--- src/rtl/spc_pkg.sv ---
// Shared types and constants for the record spacing sequencer.
package spc_pkg;

    // Density select encoding; the character clock source depends on it.
    typedef enum logic [1:0] {
        DEN_800 = 2'b00,
        DEN_556 = 2'b01,
        DEN_200 = 2'b10,
        DEN_OFF = 2'b11
    } density_e;

    // 800 pulses per 200 cpi character.
    localparam int unsigned DIV_LOW_DENSITY = 4;

    // Strobe-free character clocks from the last strobe to record-over.
    localparam int unsigned EOR_CLOCKS = 3;

endpackage

--- src/rtl/spc_char_clock.sv ---
// Character clock generator.
// Picks the transport pulse that matches the selected density, or divides
// the 800 pulse for the low density. Output is registered: one cycle after
// the transport pulse. Assumes transport pulses are one cycle wide and
// synchronous to clk. A change of selection restarts the divider and
// suppresses output for the change cycle.
module spc_char_clock
    import spc_pkg::*;
#(
    parameter int unsigned DIV = DIV_LOW_DENSITY
) (
    input  logic       clk,
    input  logic       rst_n,
    input  logic [1:0] density_sel,
    input  logic       p800,
    input  logic       p556,
    output logic       char_clk
);
    localparam int unsigned DW = (DIV > 1) ? $clog2(DIV) : 1;
    localparam logic [DW-1:0] DIV_LAST = DW'(DIV - 1);

    density_e      sel_now;
    density_e      sel_q;
    logic [DW-1:0] div_cnt;
    logic          sel_same;
    logic          clk_next;

    assign sel_now  = density_e'(density_sel);
    assign sel_same = (sel_now == sel_q);

    // Select the pulse source for the current density.
    always_comb begin
        unique case (sel_now)
            DEN_800: clk_next = p800;
            DEN_556: clk_next = p556;
            DEN_200: clk_next = p800 && (div_cnt == DIV_LAST);
            default: clk_next = 1'b0;
        endcase
        clk_next = clk_next && sel_same;
    end

    // Track the selection and count 800 pulses modulo DIV.
    always_ff @(posedge clk) begin
        if (!rst_n) begin
            sel_q   <= DEN_800;
            div_cnt <= '0;
        end else begin
            sel_q <= sel_now;
            if (!sel_same) begin
                div_cnt <= '0;
            end else if (p800) begin
                div_cnt <= (div_cnt == DIV_LAST) ? '0 : div_cnt + 1'b1;
            end
        end
    end

    // Register the character clock.
    always_ff @(posedge clk) begin
        if (!rst_n) begin
            char_clk <= 1'b0;
        end else begin
            char_clk <= clk_next;
        end
    end

endmodule

--- src/rtl/spc_delay_timer.sv ---
// Reloadable down-counter for the motion delays.
// busy rises at the edge that samples load and stays high for CYCLES cycles.
// A load while busy restarts the full delay. Assumes CYCLES >= 1.
module spc_delay_timer #(
    parameter int unsigned CYCLES = 8
) (
    input  logic clk,
    input  logic rst_n,
    input  logic load,
    output logic busy
);
    localparam int unsigned CW = $clog2(CYCLES + 1);
    localparam logic [CW-1:0] CNT_INIT = CW'(CYCLES);

    logic [CW-1:0] cnt;

    // Load the delay, or count it down to zero.
    always_ff @(posedge clk) begin
        if (!rst_n) begin
            cnt <= '0;
        end else if (load) begin
            cnt <= CNT_INIT;
        end else if (cnt != '0) begin
            cnt <= cnt - 1'b1;
        end
    end

    assign busy = (cnt != '0);

endmodule

--- src/rtl/spc_record_tracker.sv ---
// Record boundary tracker.
// Marks entry into a record and the presence of data from read strobes.
// In reverse, the first strobe is the check character and is not data.
// Then it counts strobe-free character clocks to find end-of-record.
// All state is cleared while enable is low (idle or accelerating).
// Assumes reverse is steady during an operation.
module spc_record_tracker
    import spc_pkg::*;
#(
    parameter int unsigned STAGES = EOR_CLOCKS
) (
    input  logic clk,
    input  logic rst_n,
    input  logic enable,
    input  logic reverse,
    input  logic strobe,
    input  logic char_clk,
    output logic into_record,
    output logic data_present,
    output logic record_over
);
    localparam int unsigned SW = (STAGES > 1) ? $clog2(STAGES) : 1;
    localparam logic [SW-1:0] STAGE_LAST = SW'(STAGES - 1);

    logic [SW-1:0] eor_stage;

    // Follow strobes and character clocks through one record.
    always_ff @(posedge clk) begin
        if (!rst_n || !enable) begin
            into_record  <= 1'b0;
            data_present <= 1'b0;
            eor_stage    <= '0;
            record_over  <= 1'b0;
        end else begin
            record_over <= 1'b0;
            if (strobe) begin
                eor_stage <= '0;
                if (!into_record) begin
                    into_record  <= 1'b1;
                    data_present <= !reverse;
                end else begin
                    data_present <= 1'b1;
                end
            end else if (char_clk && data_present) begin
                if (eor_stage == STAGE_LAST) begin
                    record_over  <= 1'b1;
                    into_record  <= 1'b0;
                    data_present <= 1'b0;
                    eor_stage    <= '0;
                end else begin
                    eor_stage <= eor_stage + 1'b1;
                end
            end
        end
    end

endmodule

--- src/rtl/spc_sequencer.sv ---
// Tape record spacing sequencer (top).
// Holds GO, runs the acceleration and deceleration delays, and gates the
// record tracker until acceleration has finished. On each record-over it
// either requests a word-count-only channel cycle (count not zero) or ends
// the operation (count zero). Assumes wc_zero comes from the channel and
// is valid when record_over is high.
module spc_sequencer
    import spc_pkg::*;
#(
    parameter int unsigned ACCEL_CYCLES = 8,
    parameter int unsigned DECEL_CYCLES = 6
) (
    input  logic       clk,
    input  logic       rst_n,
    input  logic [1:0] density_sel,
    input  logic       clk800_pulse,
    input  logic       clk556_pulse,
    input  logic       read_strobe,
    input  logic       start,
    input  logic       reverse,
    input  logic       wc_zero,
    output logic       char_clk,
    output logic       into_record,
    output logic       data_present,
    output logic       record_over,
    output logic       wc_xfer_req,
    output logic       accel_busy,
    output logic       decel_busy,
    output logic       go,
    output logic       motion
);
    logic start_ok;
    logic monitor;

    assign start_ok = start && !go;
    assign monitor  = go && !accel_busy;
    assign motion   = go || decel_busy;

    spc_char_clock #(
        .DIV(DIV_LOW_DENSITY)
    ) u_clkgen (
        .clk        (clk),
        .rst_n      (rst_n),
        .density_sel(density_sel),
        .p800       (clk800_pulse),
        .p556       (clk556_pulse),
        .char_clk   (char_clk)
    );

    spc_delay_timer #(
        .CYCLES(ACCEL_CYCLES)
    ) u_accel (
        .clk  (clk),
        .rst_n(rst_n),
        .load (start_ok),
        .busy (accel_busy)
    );

    spc_delay_timer #(
        .CYCLES(DECEL_CYCLES)
    ) u_decel (
        .clk  (clk),
        .rst_n(rst_n),
        .load (record_over),
        .busy (decel_busy)
    );

    spc_record_tracker #(
        .STAGES(EOR_CLOCKS)
    ) u_track (
        .clk         (clk),
        .rst_n       (rst_n),
        .enable      (monitor),
        .reverse     (reverse),
        .strobe      (read_strobe),
        .char_clk    (char_clk),
        .into_record (into_record),
        .data_present(data_present),
        .record_over (record_over)
    );

    // Raise GO on an accepted start, drop it on the final record-over.
    always_ff @(posedge clk) begin
        if (!rst_n) begin
            go <= 1'b0;
        end else if (start_ok) begin
            go <= 1'b1;
        end else if (record_over && wc_zero) begin
            go <= 1'b0;
        end
    end

    // Request a word-count-only channel cycle per record passed.
    always_ff @(posedge clk) begin
        if (!rst_n) begin
            wc_xfer_req <= 1'b0;
        end else begin
            wc_xfer_req <= record_over && !wc_zero;
        end
    end

endmodule

--- config.mk ---
export PLATFORM = sky130hd
export DESIGN_NAME = spc_sequencer
export DESIGN_NICKNAME = d
export VERILOG_FILES = /design/src/rtl/spc_pkg.sv /design/src/rtl/spc_char_clock.sv /design/src/rtl/spc_delay_timer.sv /design/src/rtl/spc_record_tracker.sv /design/src/rtl/spc_sequencer.sv
export SDC_FILE = /design/constraint.sdc
export NUM_CORES = 1
export LEC_CHECK = 0
export BUFFER_PORTS_ARGS = -buffer_cell sky130_fd_sc_hd__buf_2
export CELL_PAD_IN_SITES_DETAIL_PLACEMENT = 0
export CELL_PAD_IN_SITES_GLOBAL_PLACEMENT = 1
export CORE_ASPECT_RATIO = 0.7
export CORE_UTILIZATION = 44
export CTS_BUF_LIST = sky130_fd_sc_hd__clkbuf_8
export DETAILED_ROUTE_END_ITERATION = 7
export PLACE_DENSITY_LB_ADDON = 0.1
export SETUP_SLACK_MARGIN = 0.1
export SKIP_LAST_GASP = 1
export SLEW_MARGIN = 0
export SYNTH_ARGS = -nofsm -noshare
export SYNTH_HDL_FRONTEND = slang
export SYNTH_SLANG_ARGS = --single-unit
--- constraint.sdc ---
create_clock -name clk -period 4.07 [get_ports clk]
set_clock_uncertainty 0.15 [all_clocks]
set_input_delay 0 -clock clk [delete_from_list [all_inputs] [get_ports clk]]
set_output_delay 0 -clock clk [all_outputs]
set_load 0.005 [all_outputs]
# ---- Word level (Yosys, flattened, before mapping)
# Index checks and enable logic that the tools add are counted.
dict set report classes {
  n_addsub 4
  multipliers 0
  n_div 0
  order_cmp 0
  n_eq_ne 5
  n_shift 0
  n_mux 15
  n_bitwise 2
  n_reduce_logical 29
}
# operator n
set op_table {}
lappend op_table {{2-bit nonzero test} 5}
lappend op_table {{1-bit two-way mux} 8}
lappend op_table {{4-bit two-way mux} 2}
lappend op_table {{1-bit logical AND} 7}
lappend op_table {{2-bit equality test (second input constant)} 3}
lappend op_table {{1-bit logical NOT} 6}
lappend op_table {{3-bit two-way mux} 2}
lappend op_table {{2-bit OR reduction} 3}
lappend op_table {{2-bit by 1-bit adder with 2-bit output (second input constant)} 2}
lappend op_table {{2-bit two-way mux} 2}
lappend op_table {{2-bit AND reduction} 2}
lappend op_table {{4-bit nonzero test} 1}
lappend op_table {{4-bit by 1-bit subtractor with 4-bit output (second input constant)} 1}
lappend op_table {{1-bit case mux with 3 select lines} 1}
lappend op_table {{3-bit nonzero test} 1}
lappend op_table {{3-bit OR reduction} 1}
lappend op_table {{3-bit by 1-bit subtractor with 3-bit output (second input constant)} 1}
lappend op_table {{2-bit by 1-bit equality test with 1-bit output (second input constant)} 1}
lappend op_table {{2-bit equality test} 1}
lappend op_table {{2-bit logical NOT} 1}
lappend op_table {{1-bit logical OR} 2}
lappend op_table {{1-bit inverter} 2}
dict set report totals {
  register_bits 19
  latchBits 0
  ramBits 0
  romBits 0
  inputBits 10
  out_inout_bits 9
  wordCells 68
  n_memories 0
}

# ---- Logic depth before layout (Yosys ltp)
dict set report logic_depth {
  depth_word 6
  mapped_depth 6
  ltp_nobuf 6
}

# ---- Hierarchy
# From an unflattened synthesis, not the netlist that was laid out.
dict set report hier_totals {
  hier_cells 87
  hier_area_um2 877.1
}
# mod n_inst cells_each area_per_inst_um2 seq_area_each_um2
set by_module_without_submodules {}
lappend by_module_without_submodules {spc_record_tracker 1 21 217.7 100.1}
lappend by_module_without_submodules {spc_char_clock 1 20 207.7 100.1}
lappend by_module_without_submodules {{spc_delay_timer (u_accel)} 1 22 205.2 80.1}
lappend by_module_without_submodules {{spc_delay_timer (u_decel)} 1 16 166.4 60.1}
lappend by_module_without_submodules {spc_sequencer 1 8 80.1 40.0}

# ---- Least setup slack after synthesis
# Ideal clock, no wire load.
dict set report synth_timing {
  path_type {reg-to-reg}
  start {register u_decel.cnt[0]}
  end {register u_decel.cnt[1]}
  setup_ns 0.120
  arrival_ns 1.243
  required_time_ns 3.800
  slack_ns 2.557
  path_stages_with_launch 6
  path_buffers 0
  period_less_slack_ns 1.513
  path_cell_list {dfxtp_1 > or2_2 > inv_1 > ha_1 > nor3_1 > o31a_1}
}
dict set report synth_between {
  elab_chain_cells 3
  elab_cells_between_ends 5
  classes_between {1 x add/sub; 2 x mux; 2 x reduce/logical}
}
# item line
set synth_rtl {}
lappend synth_rtl {{start, declared} spc_delay_timer.sv:15} ;# logic [CW-1:0] cnt;
lappend synth_rtl {{start signal, assigned} spc_delay_timer.sv:24} ;# cnt <= cnt - 1'b1;
lappend synth_rtl {{3-bit by 1-bit subtractor with 3-bit output} spc_delay_timer.sv:24}
lappend synth_rtl {{3-bit two-way mux} spc_delay_timer.sv:23} ;# end else if (cnt != '0) begin
lappend synth_rtl {{3-bit two-way mux} spc_delay_timer.sv:21} ;# end else if (load) begin
# Several ways; a longest one is shown, not always the timed one. The select of a mux whose other input is x is not followed.
# A chain may end at the register's enable or synchronous reset.

# ---- Final worst setup path
dict set report layout_timing {
  start {register u_accel.cnt[0]}
  end {register u_track.data_present}
}
dict set report layout_between {
  elab_chain_cells 5
}
# item line
set layout_rtl {}
lappend layout_rtl {{start, declared} spc_delay_timer.sv:15}
lappend layout_rtl {{start signal, assigned} spc_delay_timer.sv:24}
lappend layout_rtl {{4-bit nonzero test} spc_delay_timer.sv:28} ;# assign busy = (cnt != '0);
lappend layout_rtl {{1-bit logical NOT} spc_sequencer.sv:36} ;# assign monitor = go && !accel_busy;
lappend layout_rtl {{1-bit logical AND} spc_sequencer.sv:36}
lappend layout_rtl {{1-bit logical NOT} spc_record_tracker.sv:29} ;# if (!rst_n || !enable) begin
lappend layout_rtl {{1-bit logical OR} spc_record_tracker.sv:29}
lappend layout_rtl {{end signal, assigned} spc_record_tracker.sv:40} ;# data_present <= !reverse;
lappend layout_rtl {{end, declared} spc_record_tracker.sv:19} ;# output logic data_present,
# Every way passes these cells.

==> impl_metrics.env <==
export IMPL_run_status="completed"
export IMPL_cell_by_cell_trace_of_the_critical_path="inv_1 -> ha_1 -> nor3b_4 -> nand3_2 -> a311oi_2 -> dlygate4sd3_1"
export IMPL_combinational_share_of_power_pct=39.3
export IMPL_cts_hold_repair_buffers=14
export IMPL_layout_drive_gt1_share_pct=21.14
export IMPL_cts_inserted_buffers=3
export IMPL_via_density_per_instance=4.951
export IMPL_timing_critical_path_to="u_track.data_present"
export IMPL_post_synth_top_area_fraction_pct=45.24
export IMPL_design_die_area_um2=2093
export IMPL_yosys_top_cells_count="sky130_fd_sc_hd__dfxtp_1 (19), sky130_fd_sc_hd__inv_1 (9), sky130_fd_sc_hd__nor2_1 (8)"
export IMPL_post_synth_top_area_cell="sky130_fd_sc_hd__dfxtp_1"
export IMPL_cts_root_buffer="sky130_fd_sc_hd__clkbuf_8"
export IMPL_critical_path_slowest_cell="sky130_fd_sc_hd__dlygate4sd3_1"
export IMPL_power_ir_vdd_worst_mv=0.4713
export IMPL_yosys_cell_count_top_type="sky130_fd_sc_hd__dfxtp_1"
export IMPL_cts_tree="built"
export IMPL_drtPass1Iterations=2
export IMPL_seq_power_share_pct=39.5
export IMPL_pwr_density_cell_nw_per_um2=543.5
export IMPL_rsz_0062_raised_after_global_routing="no"
export IMPL_detail_route_wirelength_mm=1.582
export IMPL_relSlewSlack_pct=81.84
export IMPL_antenna_violations_before_repair=0
export IMPL_ff2ff_setup_slack_ns=1.97
export IMPL_antenna_diode_count=0
export IMPL_fin_setup_tns_ns=0
export IMPL_period_needed_ns=2.102
export IMPL_post_route_util_pct=67.78
export IMPL_final_hold_viol_count=0
export IMPL_timing_fmax_mhz=475.7
export IMPL_post_route_period_util_pct=51.65
export IMPL_non_filler_instances=144
export IMPL_setup_violations_final=0
export IMPL_postCtsResizedCells=0
export IMPL_nets=139
export IMPL_power_frac_clock_pct=21.2
export IMPL_number_of_enable_flip_flop_cells_after_synthesis=0
export IMPL_nature_of_the_critical_path_endpoint="flop"
export IMPL_worst_ep_required_time_ns=4.13
export IMPL_worst_setup_path_start_kind="flop"
export IMPL_groute_usage_overall_pct=18.03
export IMPL_post_cts_repair_setup_buffers=0
export IMPL_synth_area_top_cells="sky130_fd_sc_hd__dfxtp_1 (45%), sky130_fd_sc_hd__ha_1 (7.4%), sky130_fd_sc_hd__a21oi_1 (4.2%), sky130_fd_sc_hd__xnor2_1 (4.2%), sky130_fd_sc_hd__inv_1 (4.0%)"
export IMPL_clk_insertion_delay_late_ns=0.26
export IMPL_postSynth_asyncResetShare_pct=0
export IMPL_post_synth_num_cell_types=30
export IMPL_syn_nets=103
export IMPL_drt_antenna_violating_nets=0
export IMPL_worstPathMaxFanout=5
export IMPL_capturing_point_of_the_worst_reg2reg_path="u_track.data_present"
export IMPL_synth_seq_cells=19
export IMPL_die_height_um=38.58
export IMPL_ys_warnings_count=0
export IMPL_timing_max_transition_violations_final=0
export IMPL_design_power_total_mw=0.6194
export IMPL_hpwl_mm=1.059
export IMPL_criticalPathCategory="reg -> reg"
export IMPL_port_buffer_count=18
export IMPL_grt_max_degree=12
export IMPL_syn_area_um2=840.8
export IMPL_std_cell_rows=12
export IMPL_wire_per_inst_um=10.99
export IMPL_vias_post_dr=713
export IMPL_cellLeakagePower_nw=0.5006
export IMPL_net_switching_power_mw=0.2085
export IMPL_first_global_vias=581
export IMPL_worst_hold_path_type="in -> reg"
export IMPL_initialDrtViolationCount=10
export IMPL_cts_path_max_buffers=2
export IMPL_globalRouteOverflowTotal=0
export IMPL_r2r_worst_path_cells=6
export IMPL_critical_path_reg2reg_startpoint="u_accel.cnt[0]"
export IMPL_die_w_um=54.25
export IMPL_initial_standard_cell_utilization_of_the_core_pct=50.00
export IMPL_drc=0
export IMPL_yosysSeqAreaShare_pct=45.24
export IMPL_worstMarginPinSlew_ns=0.2721
export IMPL_p_int_mw=0.4109
export IMPL_max_cap_viol_count=0
export IMPL_switching_share_pct=33.66
export IMPL_cts_reportedPaths_clkPinSlew_ns=0.07
export IMPL_clock_sinks=19
export IMPL_gpl_final_weighted_congestion=0.7123
export IMPL_ctsHtreeMaxLevel=1
export IMPL_place_detailed_instances=126
export IMPL_synth_cells=88
export IMPL_worst_endpoint_arrival_ns=2.16
export IMPL_design_portCount=19
export IMPL_syn_to_final_growth_pct=35.57
export IMPL_crit_start="u_accel.cnt[0]"
export IMPL_synth_main_ff_cell="sky130_fd_sc_hd__dfxtp_1"
export IMPL_grt_pass1_wl_mm=2.546
export IMPL_postSynthAreaPerCell_um2=9.555
export IMPL_core_area_um2=1682
export IMPL_worst_path_largest_cell_delay_ns=0.57
[sequential cells by signal (all words and copies together), names as in the netlist]
name                  flops
go                        1
u_accel.cnt               4
u_clkgen.char_clk         1
u_clkgen.div_cnt          2
u_clkgen.sel_q            2
u_decel.cnt               3
u_track.data_present      1
u_track.eor_stage         2
u_track.into_record       1
u_track.record_over       1
wc_xfer_req               1
[power by group through the flow]
stage	logic (mW)	clock network, mW	registers (mW)
after floorplan	0.180	0	0.244
after global placement	0.230	0	0.249
after detailed placement	0.236	0	0.248
after CTS	0.245	0.136	0.244
after global routing	0.280	0.142	0.248
final	0.243	0.131	0.245
[logic make-up after synthesis]
family / share of synthesized area (%)
AND/OR/NAND/NOR: 22.32
flip-flops: 45.24
AO/OA/AOI/OAI: 12.95
buffers and inverters: 4.464
XOR/XNOR: 5.208
adder cells (fa/ha/maj): 7.440
multiplexers: 2.381
[per-layer routing]
layer	up-vias	GRT usage, %	wire length [um]
met5	-	0	0
met4	0	5.769	18
met3	3	7.059	86
met2	18	28.35	693
met1	324	22.49	784
li1	368	-	-
[cells in the final DEF (no fill, tap or decap), types with 2 or more instances in the layout]
cell                            synthesis  final
sky130_fd_sc_hd__and2_1                 2      2
sky130_fd_sc_hd__clkbuf_8               0      3
sky130_fd_sc_hd__buf_2                  0     18
sky130_fd_sc_hd__dfxtp_1               19     19
sky130_fd_sc_hd__o21a_1                 2      2
sky130_fd_sc_hd__nor3_1                 6      6
sky130_fd_sc_hd__nand2_1                3      3
sky130_fd_sc_hd__dlygate4sd3_1          0     14
sky130_fd_sc_hd__xnor2_1                4      4
sky130_fd_sc_hd__ha_1                   5      5
sky130_fd_sc_hd__nor3b_1                2      2
sky130_fd_sc_hd__nor2_1                 8      8
sky130_fd_sc_hd__a21oi_1                7      7
sky130_fd_sc_hd__nand2b_1               2      2
sky130_fd_sc_hd__mux2i_1                2      2
sky130_fd_sc_hd__inv_1                  9      9
[area by class of cell]
cell class | instances | area, um2
Fill cell | 141 | 541.8
Multi-Input combinational cell | 59 | 422.9
Sequential cell | 19 | 380.4
Timing Repair Buffer | 32 | 230.2
Clock buffer | 3 | 41.29
Inverter | 9 | 33.78
Tap cell | 21 | 26.28
Clock inverter | 1 | 5.005
[worst max-delay path: cells and delay by family (launching register included)]
kind | cells | cell delay (ns)
buf+inv | 2 | 0.67
compound gates | 1 | 0.27
fa+ha+maj | 1 | 0.18
flops | 1 | 0.32
simple gates | 2 | 0.47
[worst min path at each step]
stage	start	end	slack (ns)	cells past startpoint
floorplan	wc_zero	wc_xfer_req	-0.08	1
CTS	wc_zero	go	0.33	3
detailed placement	wc_zero	wc_xfer_req	0.03	2
global placement	wc_zero	wc_xfer_req	0.03	2
global route	wc_zero	go	0.38	3
finish	wc_zero	go	0.35	3
[metrics by stage]
stage / setup slack, ns / instance area, um2 / hold WS (ns)
after CTS: 1.978 / 1140 / 0.3344
after floorplan: 2.557 / 840.8 / -0.07796
after global routing: 1.824 / 1140 / 0.3800
after global placement: 2.524 / 953.4 / 0.03055
after detailed placement: 2.491 / 953.4 / 0.03432
final: 1.968 / 1140 / 0.3495
Note: power is estimated with default switching activity, not from simulation.
